[config.mk]
export PLATFORM = sky130hd
export DESIGN_NAME = csel_decoder
export DESIGN_NICKNAME = d
export VERILOG_FILES = /design/src/rtl/csdec_pkg.sv /design/src/rtl/csdec_ctrl_reg.sv /design/src/rtl/csdec_window.sv /design/src/rtl/csdec_pin_mux.sv /design/src/rtl/csel_decoder.sv
export SDC_FILE = /design/constraint.sdc
export NUM_CORES = 1
export LEC_CHECK = 0
export BUFFER_PORTS_ARGS = -buffer_cell sky130_fd_sc_hd__buf_2
export CAP_MARGIN = 20
export CORE_MARGIN = 2
export CORE_UTILIZATION = 28
export CTS_BUF_LIST = sky130_fd_sc_hd__clkbuf_8
export DETAILED_ROUTE_END_ITERATION = 8
export HOLD_SLACK_MARGIN = 0.02
export PLACE_DENSITY = 0.81
export REMOVE_ABC_BUFFERS = 1
export SYNTH_ARGS = -nofsm -noshare
export SYNTH_HDL_FRONTEND = slang
export SYNTH_HIERARCHICAL = 1
export SYNTH_SLANG_ARGS = --single-unit
[constraint.sdc]
create_clock -name clk -period 1.1 [get_ports clk]
set_clock_uncertainty 0.05 [all_clocks]
set_input_delay 0.055 -clock clk [delete_from_list [all_inputs] [get_ports clk]]
set_output_delay 0.055 -clock clk [all_outputs]
set_load 0.01 [all_outputs]
[src/rtl/csdec_pkg.sv]
package csdec_pkg;

    localparam int ADDR_W = 20;
    localparam int NUM_CS = 4;
    localparam int DATA_W = 8;

    localparam logic [ADDR_W-1:0] CTRL_REG_ADDR = 20'h00008;

    typedef enum logic [1:0] {
        PM_SINGLE   = 2'b00,
        PM_MEMEXP   = 2'b01,
        PM_MICRO    = 2'b10,
        PM_RESERVED = 2'b11
    } proc_mode_e;

    typedef enum logic [1:0] {
        MAP_NORMAL = 2'b00,
        MAP_EXT1   = 2'b01,
        MAP_EXT2   = 2'b10,
        MAP_EXT3   = 2'b11
    } space_map_e;

    typedef struct packed {
        logic expand;   // external bus features usable
        logic micro;    // microprocessor-mode windows
        logic map_ok;   // mapping decodable
    } mode_info_t;

    // Lower bound of a select window (same in every supported mode).
    function automatic logic [ADDR_W-1:0] win_lo(input int idx);
        case (idx)
            0:       return 20'h30000;
            1:       return 20'h28000;
            2:       return 20'h08000;
            default: return 20'h04000;
        endcase
    endfunction

    // Upper bound of a select window; only select 0 grows in micro mode.
    function automatic logic [ADDR_W-1:0] win_hi(input int idx, input bit micro);
        case (idx)
            0:       return micro ? 20'hFFFFF : 20'hCFFFF;
            1:       return 20'h2FFFF;
            2:       return 20'h27FFF;
            default: return 20'h07FFF;
        endcase
    endfunction

    function automatic mode_info_t decode_mode(input proc_mode_e m, input space_map_e s);
        mode_info_t r;
        r.expand = (m == PM_MEMEXP) || (m == PM_MICRO);
        r.micro  = (m == PM_MICRO);
        r.map_ok = (s == MAP_NORMAL);
        return r;
    endfunction

endpackage

[src/rtl/csdec_ctrl_reg.sv]
module csdec_ctrl_reg
    import csdec_pkg::*;
#(
    parameter int                 N_SEL    = NUM_CS,
    parameter int                 AW       = ADDR_W,
    parameter int                 DW       = DATA_W,
    parameter logic [AW-1:0]      REG_ADDR = CTRL_REG_ADDR
) (
    input  logic             clk,
    input  logic             rst,
    input  logic             micro_mode,
    input  logic [AW-1:0]    cfg_addr,
    input  logic             cfg_we,
    input  logic [DW-1:0]    cfg_wdata,
    output logic [N_SEL-1:0] ctrl_q,
    output logic [DW-1:0]    cfg_rdata
);

    localparam logic [N_SEL-1:0] RST_MICRO = N_SEL'(1);
    localparam logic [N_SEL-1:0] RST_OTHER = '0;

    logic hit;

    assign hit = (cfg_addr == REG_ADDR);

    always_ff @(posedge clk) begin
        if (rst) begin
            ctrl_q <= micro_mode ? RST_MICRO : RST_OTHER;
        end else if (cfg_we && hit) begin
            ctrl_q <= cfg_wdata[N_SEL-1:0];
        end
    end

    always_comb begin
        cfg_rdata = '0;
        if (hit) begin
            cfg_rdata[N_SEL-1:0] = ctrl_q;
        end
    end

endmodule

[src/rtl/csdec_window.sv]
module csdec_window
    import csdec_pkg::*;
#(
    parameter int            AW       = ADDR_W,
    parameter logic [AW-1:0] LO       = '0,
    parameter logic [AW-1:0] HI_NORM  = '1,
    parameter logic [AW-1:0] HI_MICRO = '1
) (
    input  logic [AW-1:0] addr,
    input  logic          micro,
    output logic          hit
);

    logic [AW-1:0] hi_bound;

    assign hi_bound = micro ? HI_MICRO : HI_NORM;
    assign hit      = (addr >= LO) && (addr <= hi_bound);

endmodule

[src/rtl/csdec_pin_mux.sv]
module csdec_pin_mux
    import csdec_pkg::*;
#(
    parameter int N_SEL = NUM_CS
) (
    input  mode_info_t       info,
    input  logic [N_SEL-1:0] ctrl_q,
    input  logic [N_SEL-1:0] win_hit,
    input  logic             bus_active,
    output logic [N_SEL-1:0] pin_is_cs,
    output logic [N_SEL-1:0] cs_n
);

    assign pin_is_cs = info.expand ? ctrl_q : '0;

    for (genvar i = 0; i < N_SEL; i++) begin : g_sel
        assign cs_n[i] = ~(pin_is_cs[i] & bus_active & info.map_ok & win_hit[i]);
    end

endmodule

[src/rtl/csel_decoder.sv]
module csel_decoder
    import csdec_pkg::*;
#(
    parameter int N_SEL = NUM_CS,
    parameter int AW    = ADDR_W,
    parameter int DW    = DATA_W
) (
    input  logic             clk,
    input  logic             rst,
    input  logic [1:0]       proc_mode,
    input  logic [1:0]       space_map,
    input  logic             byte_pin,
    input  logic             bus_active,
    input  logic [AW-1:0]    bus_addr,
    input  logic [AW-1:0]    cfg_addr,
    input  logic             cfg_we,
    input  logic [DW-1:0]    cfg_wdata,
    output logic [DW-1:0]    cfg_rdata,
    output logic [N_SEL-1:0] cs_n,
    output logic [N_SEL-1:0] pin_is_cs,
    output logic             bus_wide,
    output logic             map_unsupported
);

    mode_info_t       info;
    logic [N_SEL-1:0] ctrl_q;
    logic [N_SEL-1:0] win_hit;

    assign info            = decode_mode(proc_mode_e'(proc_mode), space_map_e'(space_map));
    assign bus_wide        = ~byte_pin;
    assign map_unsupported = ~info.map_ok;

    csdec_ctrl_reg #(
        .N_SEL(N_SEL), .AW(AW), .DW(DW), .REG_ADDR(CTRL_REG_ADDR)
    ) u_reg (
        .clk        (clk),
        .rst        (rst),
        .micro_mode (info.micro),
        .cfg_addr   (cfg_addr),
        .cfg_we     (cfg_we),
        .cfg_wdata  (cfg_wdata),
        .ctrl_q     (ctrl_q),
        .cfg_rdata  (cfg_rdata)
    );

    for (genvar i = 0; i < N_SEL; i++) begin : g_win
        csdec_window #(
            .AW       (AW),
            .LO       (win_lo(i)),
            .HI_NORM  (win_hi(i, 1'b0)),
            .HI_MICRO (win_hi(i, 1'b1))
        ) u_win (
            .addr  (bus_addr),
            .micro (info.micro),
            .hit   (win_hit[i])
        );
    end

    csdec_pin_mux #(.N_SEL(N_SEL)) u_mux (
        .info       (info),
        .ctrl_q     (ctrl_q),
        .win_hit    (win_hit),
        .bus_active (bus_active),
        .pin_is_cs  (pin_is_cs),
        .cs_n       (cs_n)
    );

endmodule

# Word-level counts from Yosys, hierarchy flattened
# Index checks and enable logic that the tools add are counted.
# totals
out_inout_bits,18
register_bits,4
inputBits,57
wordCells,44
# classes
eq_ne,3
magnitude_cmp,8
reduce_logical,8
bitwise,18
n_mux,6
# ops
op,n
$ge 20x18->1 const B,2
$le 20x18->1 const B,2
$eq 20x4->1 const B,1
$ge 20x15->1 const B,1
$ge 20x16->1 const B,1
$le 20x15->1 const B,1
$le 20x20->1,1
$mux 18,1
$mux 4,4
$and 1x1->1,12
$not 1->1,6
$logic_and 1x1->1,5
$eq 2x1->1 const B,1
$eq 2x2->1 const B,1
$logic_not 2->1,1
$reduce_bool 2->1,1
$logic_or 1x1->1,1
$mux 1,1

# Logic depth before layout (Yosys ltp)
# Gate-level depths: netlist (run 1).
# logic_depth
ltp_word,7
ltp_mapped,9

# Cells and area by module
# Netlist (run 1), hierarchy kept.
# by_module_without_submodules
module,instances,cells_per_inst,area_per_inst_um2
csdec_ctrl_reg,1,30,292.8
csdec_window (g_win[0].u_win),1,14,97.6
csdec_pin_mux,1,9,56.3
csel_decoder,1,6,33.8
csdec_window (g_win[2].u_win),1,3,25.0
csdec_window (g_win[3].u_win),1,2,20.0
csdec_window (g_win[1].u_win),1,2,16.3

# Worst setup path after synthesis (run 1)
# Ideal clock, no wire load.
# synth_path
path_kind,input-to-output
startpoint,input proc_mode[0]
endpoint,output cs_n[0]
setup_slack_ns,-0.168
path_stages,9
t_arrival_ns,1.163
n_path_buf,0
path_cell_list,inv_1 ha_1 inv_1 ha_1 nand4_1 nor3_2 nand4_1 a21oi_1 nand3_1
# synth_rtl
element,line_no,rtl
"start, declared",csel_decoder.sv:10,"input logic [1:0] proc_mode,"
"end, declared",csel_decoder.sv:19,"output logic [N_SEL-1:0] cs_n,"

==> key figures, run 1 <==
Status
  – Status: finished, violations left
  – Failing checks: negative setup slack

Timing
  – Final Cycle Share: 129%
  – Final Setup Violations: 2
  – Max-slew violations: 0
  – Fin worst setup slack: -321 ps
  – Fin. Hold Viols: 0
  – Worst hold slack: 79.5 ps
  – Tmin final: 1420 ps
  – RSZ-0062 raised after global routing: true
  – Max Freq: 704 MHz

Die
  – Starting Density: 30.7%
  – Site Rows: 15
  – I/O pin total: 75
  – Die Width: 48.0 um
  – Die Height: 48.0 um
  – Die area: 2300 um2
  – Core area: 1760 um2

Critical path
  – Worst-path fanout max: 2
  – Startpoint Class: input port
  – CP peak stage delay: 250 ps
  – Slowest library cell on the worst path: ha_4
  – CP top delay family: simple AND/OR/NAND/NOR gates
  – Worst path cell trace: buf_6 > inv_4 > ha_4 > inv_4 > ha_4 > nand4_1 > nor3_2 > nand4_1 > a21oi_1 > nand3_1 > buf_2
  – Buf+Inv Stages, Crit Path: 4
  – Critical Path AT: 1320 ps
  – Crit path required time: 1000 ps
  – Critical path class: input port to output pin
  – CP endpoint kind: output pin

Hold path
  – Hold path cells: 2
  – Hold endpoint: u_reg/ctrl_q[2]
  – Worst min-delay path category: input port to flip-flop
  – Hold_sp: cfg_wdata[2]

Detailed routing
  – Average wire per standard cell: 11.6 um
  – DRC viols: 0
  – Initial drt markers: 10
  – Antenna Nets Post-Route: 0
  – Via density: 4.64
  – First drt pass iteration count: 4
  – Vias post-DR: 765
  – Final wirelength: 1920 um

Synthesis
  – Yosys top cell by area: edfxtp_1
  – Avg Cell Area, Syn: 8.21 um2
  – Adder-cell share of the synthesized area: 6.93%
  – Mapped Cells: 66
  – Synth warnings: 6
  – Simple logic cell fraction of the synthesized area: 51.5%
  – Post-synthesis compound-gate area fraction: 5.54%
  – Area fraction of the dominant cell type after synthesis: 22.2%
  – Sequential area share after synthesis: 22.2%
  – Post-synthesis mux area share: 2.08%
  – Synthesized flop and latch total: 4
  – Combinational family with the most area after synthesis: simple AND/OR/NAND/NOR gates
  – Ranking of synthesized cells by area: edfxtp_1, ha_1, nor4_2, nand3_1, and2_2
  – Synth unique cells: 25
  – Xor and xnor area share after synthesis: 0%
  – Post-Syn Area: 542 um2

GRT
  – Vias in the first global route: 717
  – Largest net degree at the start of global routing: 6
  – GRT Util Overall: 16.7%
  – Total gr overflow: 0
  – Initial antenna violation count: 0
  – First-pass GRT wire length: 2740 um

CTS
  – CTS max path bufs: 2
  – TritonCTS Buffers: 3
  – Clock-pin slew on the worst setup and hold paths: 30 ps
  – Post-CTS setup buffer count: 0
  – Hold_buf cts: 0
  – CTS tree: done
  – Clock Tree Root: clkbuf_8
  – CTS Sinks: 4
  – H-tree levels: 1

Pwr
  – Max VDD drop: 0.000662 V
  – Power Dens Cells: 720 nW/um2
  – Leakage: 0.000515 uW

Final layout
  – Largest regs: u_reg/ctrl_q (4)
  – ANT cells: 0
  – Most flops, register: u_reg/ctrl_q
  – Layout cells sized above 1: 69.3%
  – Nets@finish: 202
  – Synthesis-to-finish area growth: 102%
  – Max FFs per register: 4

Flow run
  – # Max-Cap Violations: 0

Place
  – PortBufs: 66
  – DP HPWL: 1600 um
  – GP Congestion: 0.812
  – Place WS: -480 ps
## metrics by stage
| stage | utilization, % | power [uW] | setup TNS (ps) | instances | instance area, um2 |
|---|---|---|---|---|---|
| after global placement | 52.7 | 422 | -1120 | 162 | 930 |
| after floorplan | - | 276 | -418 | 65 | 523 |
| after CTS | 57.8 | 771 | -371 | 165 | 1020 |
| after global routing | 61.9 | 839 | -573 | 165 | 1090 |
| after detailed placement | 52.7 | 433 | -1280 | 162 | 930 |
| final | 61.9 | 786 | -373 | 165 | 1090 |
## how the worst max path moves through the flow
stage | start | end | depth (start not counted) | slack, ps
global placement | proc_mode[0] | cs_n[0] | 11 | -420
global route | proc_mode[0] | cs_n[0] | 11 | -430
CTS | proc_mode[0] | cs_n[0] | 11 | -320
finish | proc_mode[0] | cs_n[0] | 11 | -320
floorplan | proc_mode[0] | cs_n[0] | 9 | -170
detailed placement | proc_mode[0] | cs_n[0] | 11 | -480
## cell type report
class	count	area (um2)
Clock buffer	3	41.3
Fill cell	179	672
Inverter	8	35.0
Multi-Input combinational cell	53	470
Sequential cell	4	120
Tap cell	25	31.3
Timing Repair Buffer	72	394
## Yosys cell counts (all sizes together)
cell type / instances
inv: 8
nor3: 7
nand3: 6
and2: 5
nor4: 5
buf: 4
edfxtp: 4
nand4: 4
ha: 3
nand2: 3
nor2b: 3
a21oi: 2
nor2: 2
nor4b: 2
a211oi: 1
and4: 1
conb: 1
mux2: 1
o21ai: 1
o21bai: 1
or2: 1
or4b: 1
## cell families (layout without fill, tap and decap cells)
| family | Yosys count | after routing |
|---|---|---|
| fa+ha+maj | 3 | 3 |
| compound gates | 5 | 5 |
| buf+inv | 12 | 83 |
| simple gates | 40 | 40 |
| flops | 4 | 4 |
| other cells | 1 | 4 |
| mux | 1 | 1 |
## layout by cell type (no fill, tap or decap), types with 2 or more instances in the layout
cell,n
conb_1,4
ha_4,2
inv_4,2
nor4_4,3
nand4_1,4
and2_2,2
buf_2,63
buf_4,6
nor2b_1,3
nor2_1,2
nand2_1,2
nor3_2,2
nor4_2,2
clkbuf_8,3
nor3_1,4
buf_6,3
inv_1,6
and2_4,2
a21oi_1,2
nand3_1,5
edfxtp_1,4
## timing repair
| action | in CTS | in global routing |
|---|---|---|
| endpoints found under the setup margin | 4 | 12 |
| gates resized for setup | 12 | 11 |
| cloned | 0 | 0 |
| pin swaps | 8 | 4 |
## report_power, final
group	leakage [uW]	internal (uW)	switching, uW
logic	0.000455	158	133
clock network	0.0000216	233	72.7
registers	0.0000386	184	6.24
total	0.000515	574	212
## per-layer routing
layer / part of all wire (%) / track usage (%) / vias to the layer above / wire [um]
met5: 0 / 0 / - / 0
met4: 0 / 8.65 / 0 / 0
met3: 7.0 / 1.89 / 0 / 134
met2: 58 / 32.8 / 34 / 1120
met1: 35 / 16.9 / 348 / 670
li1: - / - / 383 / -
Note: power is estimated with default switching activity, not from simulation.
==> inputs of run 2 (changes only) <==
clock period = 1.2 ns   (was 1.1 ns; I/O delays follow)
==> run 2 against run 1 <==
The run still ends with negative setup slack left. Flip-flop and latch count unchanged. Worst setup slack improved by 92 ps. Critical path depth unchanged. Critical path type unchanged.
==> key figures, run 2 (synthesis gave the netlist of run 1 again) <==
Final layout
  – Most common cell after layout, fill and taps aside: buf_2
  – Largest regs: u_reg/ctrl_q (4)
  – ANT cells: 0
  – Layout cells sized above 1: 65.7%
  – Most flops, register: u_reg/ctrl_q
  – Most frequent cells in the layout: buf_2, inv_1, buf_4, nand3_1, nor3_1
  – Fin cells: 165
  – Max FFs per register: 4
  – Synthesis-to-finish area growth: 90.5%
  – Nets@finish: 202

Flow run
  – # Max-Cap Violations: 0

Die
  – Starting Density: 30.7%
  – Site Rows: 15
  – Die area: 2300 um2
  – Core area: 1760 um2
  – Die Height: 48.0 um
  – I/O pin total: 75
  – Die Width: 48.0 um

Timing
  – Fin worst setup slack: -230 ps
  – Max Freq: 700 MHz
  – Final Setup Violations: 1
  – RSZ-0062 raised after global routing: true
  – Tmin final: 1430 ps
  – Max-slew violations: 0
  – Final Cycle Share: 119%
  – Fin. Hold Viols: 0

Pwr
  – Comb power frac: 35.1%
  – Seq pwr share: 24.8%
  – Leakage: 0.000500 uW
  – Clock share of power: 40.1%
  – Design Power: 698 uW
  – Power Dens Cells: 676 nW/um2
  – Max VDD drop: 0.000606 V
  – Internal: 517 uW
  – Sw Pwr: 182 uW
  – Net Sw Frac: 26.0%

Detailed routing
  – First drt pass iteration count: 4
  – DRC viols: 0
  – Average wire per standard cell: 11.3 um
  – Initial drt markers: 5
  – Vias post-DR: 758
  – Via density: 4.59
  – Final wirelength: 1860 um
  – Antenna Nets Post-Route: 0

CTS
  – Clock-pin slew on the worst setup and hold paths: 30 ps
  – H-tree levels: 1
  – CTS max path bufs: 2
  – Hold_buf cts: 0
  – CTS tree: done
  – CTS Sinks: 4
  – TritonCTS Buffers: 3
  – Post-CTS setup buffer count: 0
  – Clock Tree Root: clkbuf_8

Hold path
  – Worst min-delay path category: input port to flip-flop
  – Hold_sp: cfg_wdata[2]
  – Hold path cells: 2
  – Hold endpoint: u_reg/ctrl_q[2]

Critical path
  – Slowest library cell on the worst path: ha_4
  – CP peak stage delay: 250 ps
  – Critical path class: input port to output pin
  – Startpoint Class: input port
  – Critical Path AT: 1320 ps
  – Worst path cell trace: buf_6 > inv_4 > ha_4 > inv_4 > ha_4 > nand4_1 > nor3_2 > nand4_1 > a21oi_1 > nand3_1 > buf_2
  – CP endpoint kind: output pin
  – Worst-path fanout max: 2
  – Crit path required time: 1090 ps

GRT
  – Vias in the first global route: 721
  – First-pass GRT wire length: 2750 um
  – Initial antenna violation count: 0
  – Largest net degree at the start of global routing: 6
  – GRT Util Overall: 16.7%
  – Total gr overflow: 0

Place
  – Dpl cells: 162
  – DP HPWL: 1600 um
  – GP Congestion: 0.812
  – PortBufs: 66

Status
  – Failing checks: negative setup slack
  – Status: finished, violations left
[run 2: layout make-up]
type                    instances  area (um2)
clock buffers                   3        41.3
inverters                       8        35.0
repair buffers                 72         388
flip-flops and latches          4         120
fillers                       181         732
multi-input cells              53         417
well taps                      25        31.3
[run 2: metrics by stage]
step	cell area, um2	TNS, ps	worst slack, ps	util [%]	hold WS [ps]
floorplan	523	-78.3	-78.3	-	114
detailed placement	930	-743	-390	52.7	292
finish	1030	-230	-230	58.5	84.8
global placement	930	-609	-331	52.7	291
global route	1030	-337	-337	58.5	98.5
CTS	1010	-227	-227	57.1	82.9
[run 2: worst max-delay path by stage]
stage,startpoint,endpoint,slack (ps),cells after the start
2_1_floorplan,proc_mode[0],cs_n[0],-80,9
3_3_place_gp,proc_mode[0],cs_n[0],-330,11
3_5_place_dp,proc_mode[0],cs_n[0],-390,11
4_1_cts,proc_mode[0],cs_n[0],-230,11
5_1_grt,proc_mode[0],cs_n[0],-340,11
6_report,proc_mode[0],cs_n[0],-230,11
[run 2: layer usage]
metal  track usage [%]  vias to the layer above  routed length (um)
met5                 0                        -                   0
met4              8.65                        0                   0
met3              1.89                        0                 134
met2              32.5                       34                1080
met1              17.2                      341                 643
li1                  -                      383                   -
[run 2: what timing repair did]
item / CTS / global route
endpoints found under the hold margin: 0 / 0
setup endpoints to repair: 1 / 5
pin swaps: 8 / 1
resized for setup: 8 / 4
[run 2: critical path: cells and delay by family]
family	cells	cell delay [ps]
simple gates	4	420
fa+ha+maj	2	390
buf+inv	4	330
compound gates	1	130
[run 2: power groups by stage]
| stage | Combinational, uW | Sequential [uW] | Clock [uW] |
|---|---|---|---|
| 2_1_floorplan | 79.6 | 173 | 0 |
| 3_3_place_gp | 213 | 174 | 0 |
| 3_5_place_dp | 221 | 176 | 0 |
| 4_1_cts | 237 | 174 | 289 |
| 5_1_grt | 273 | 176 | 297 |
| 6_report | 245 | 173 | 280 |
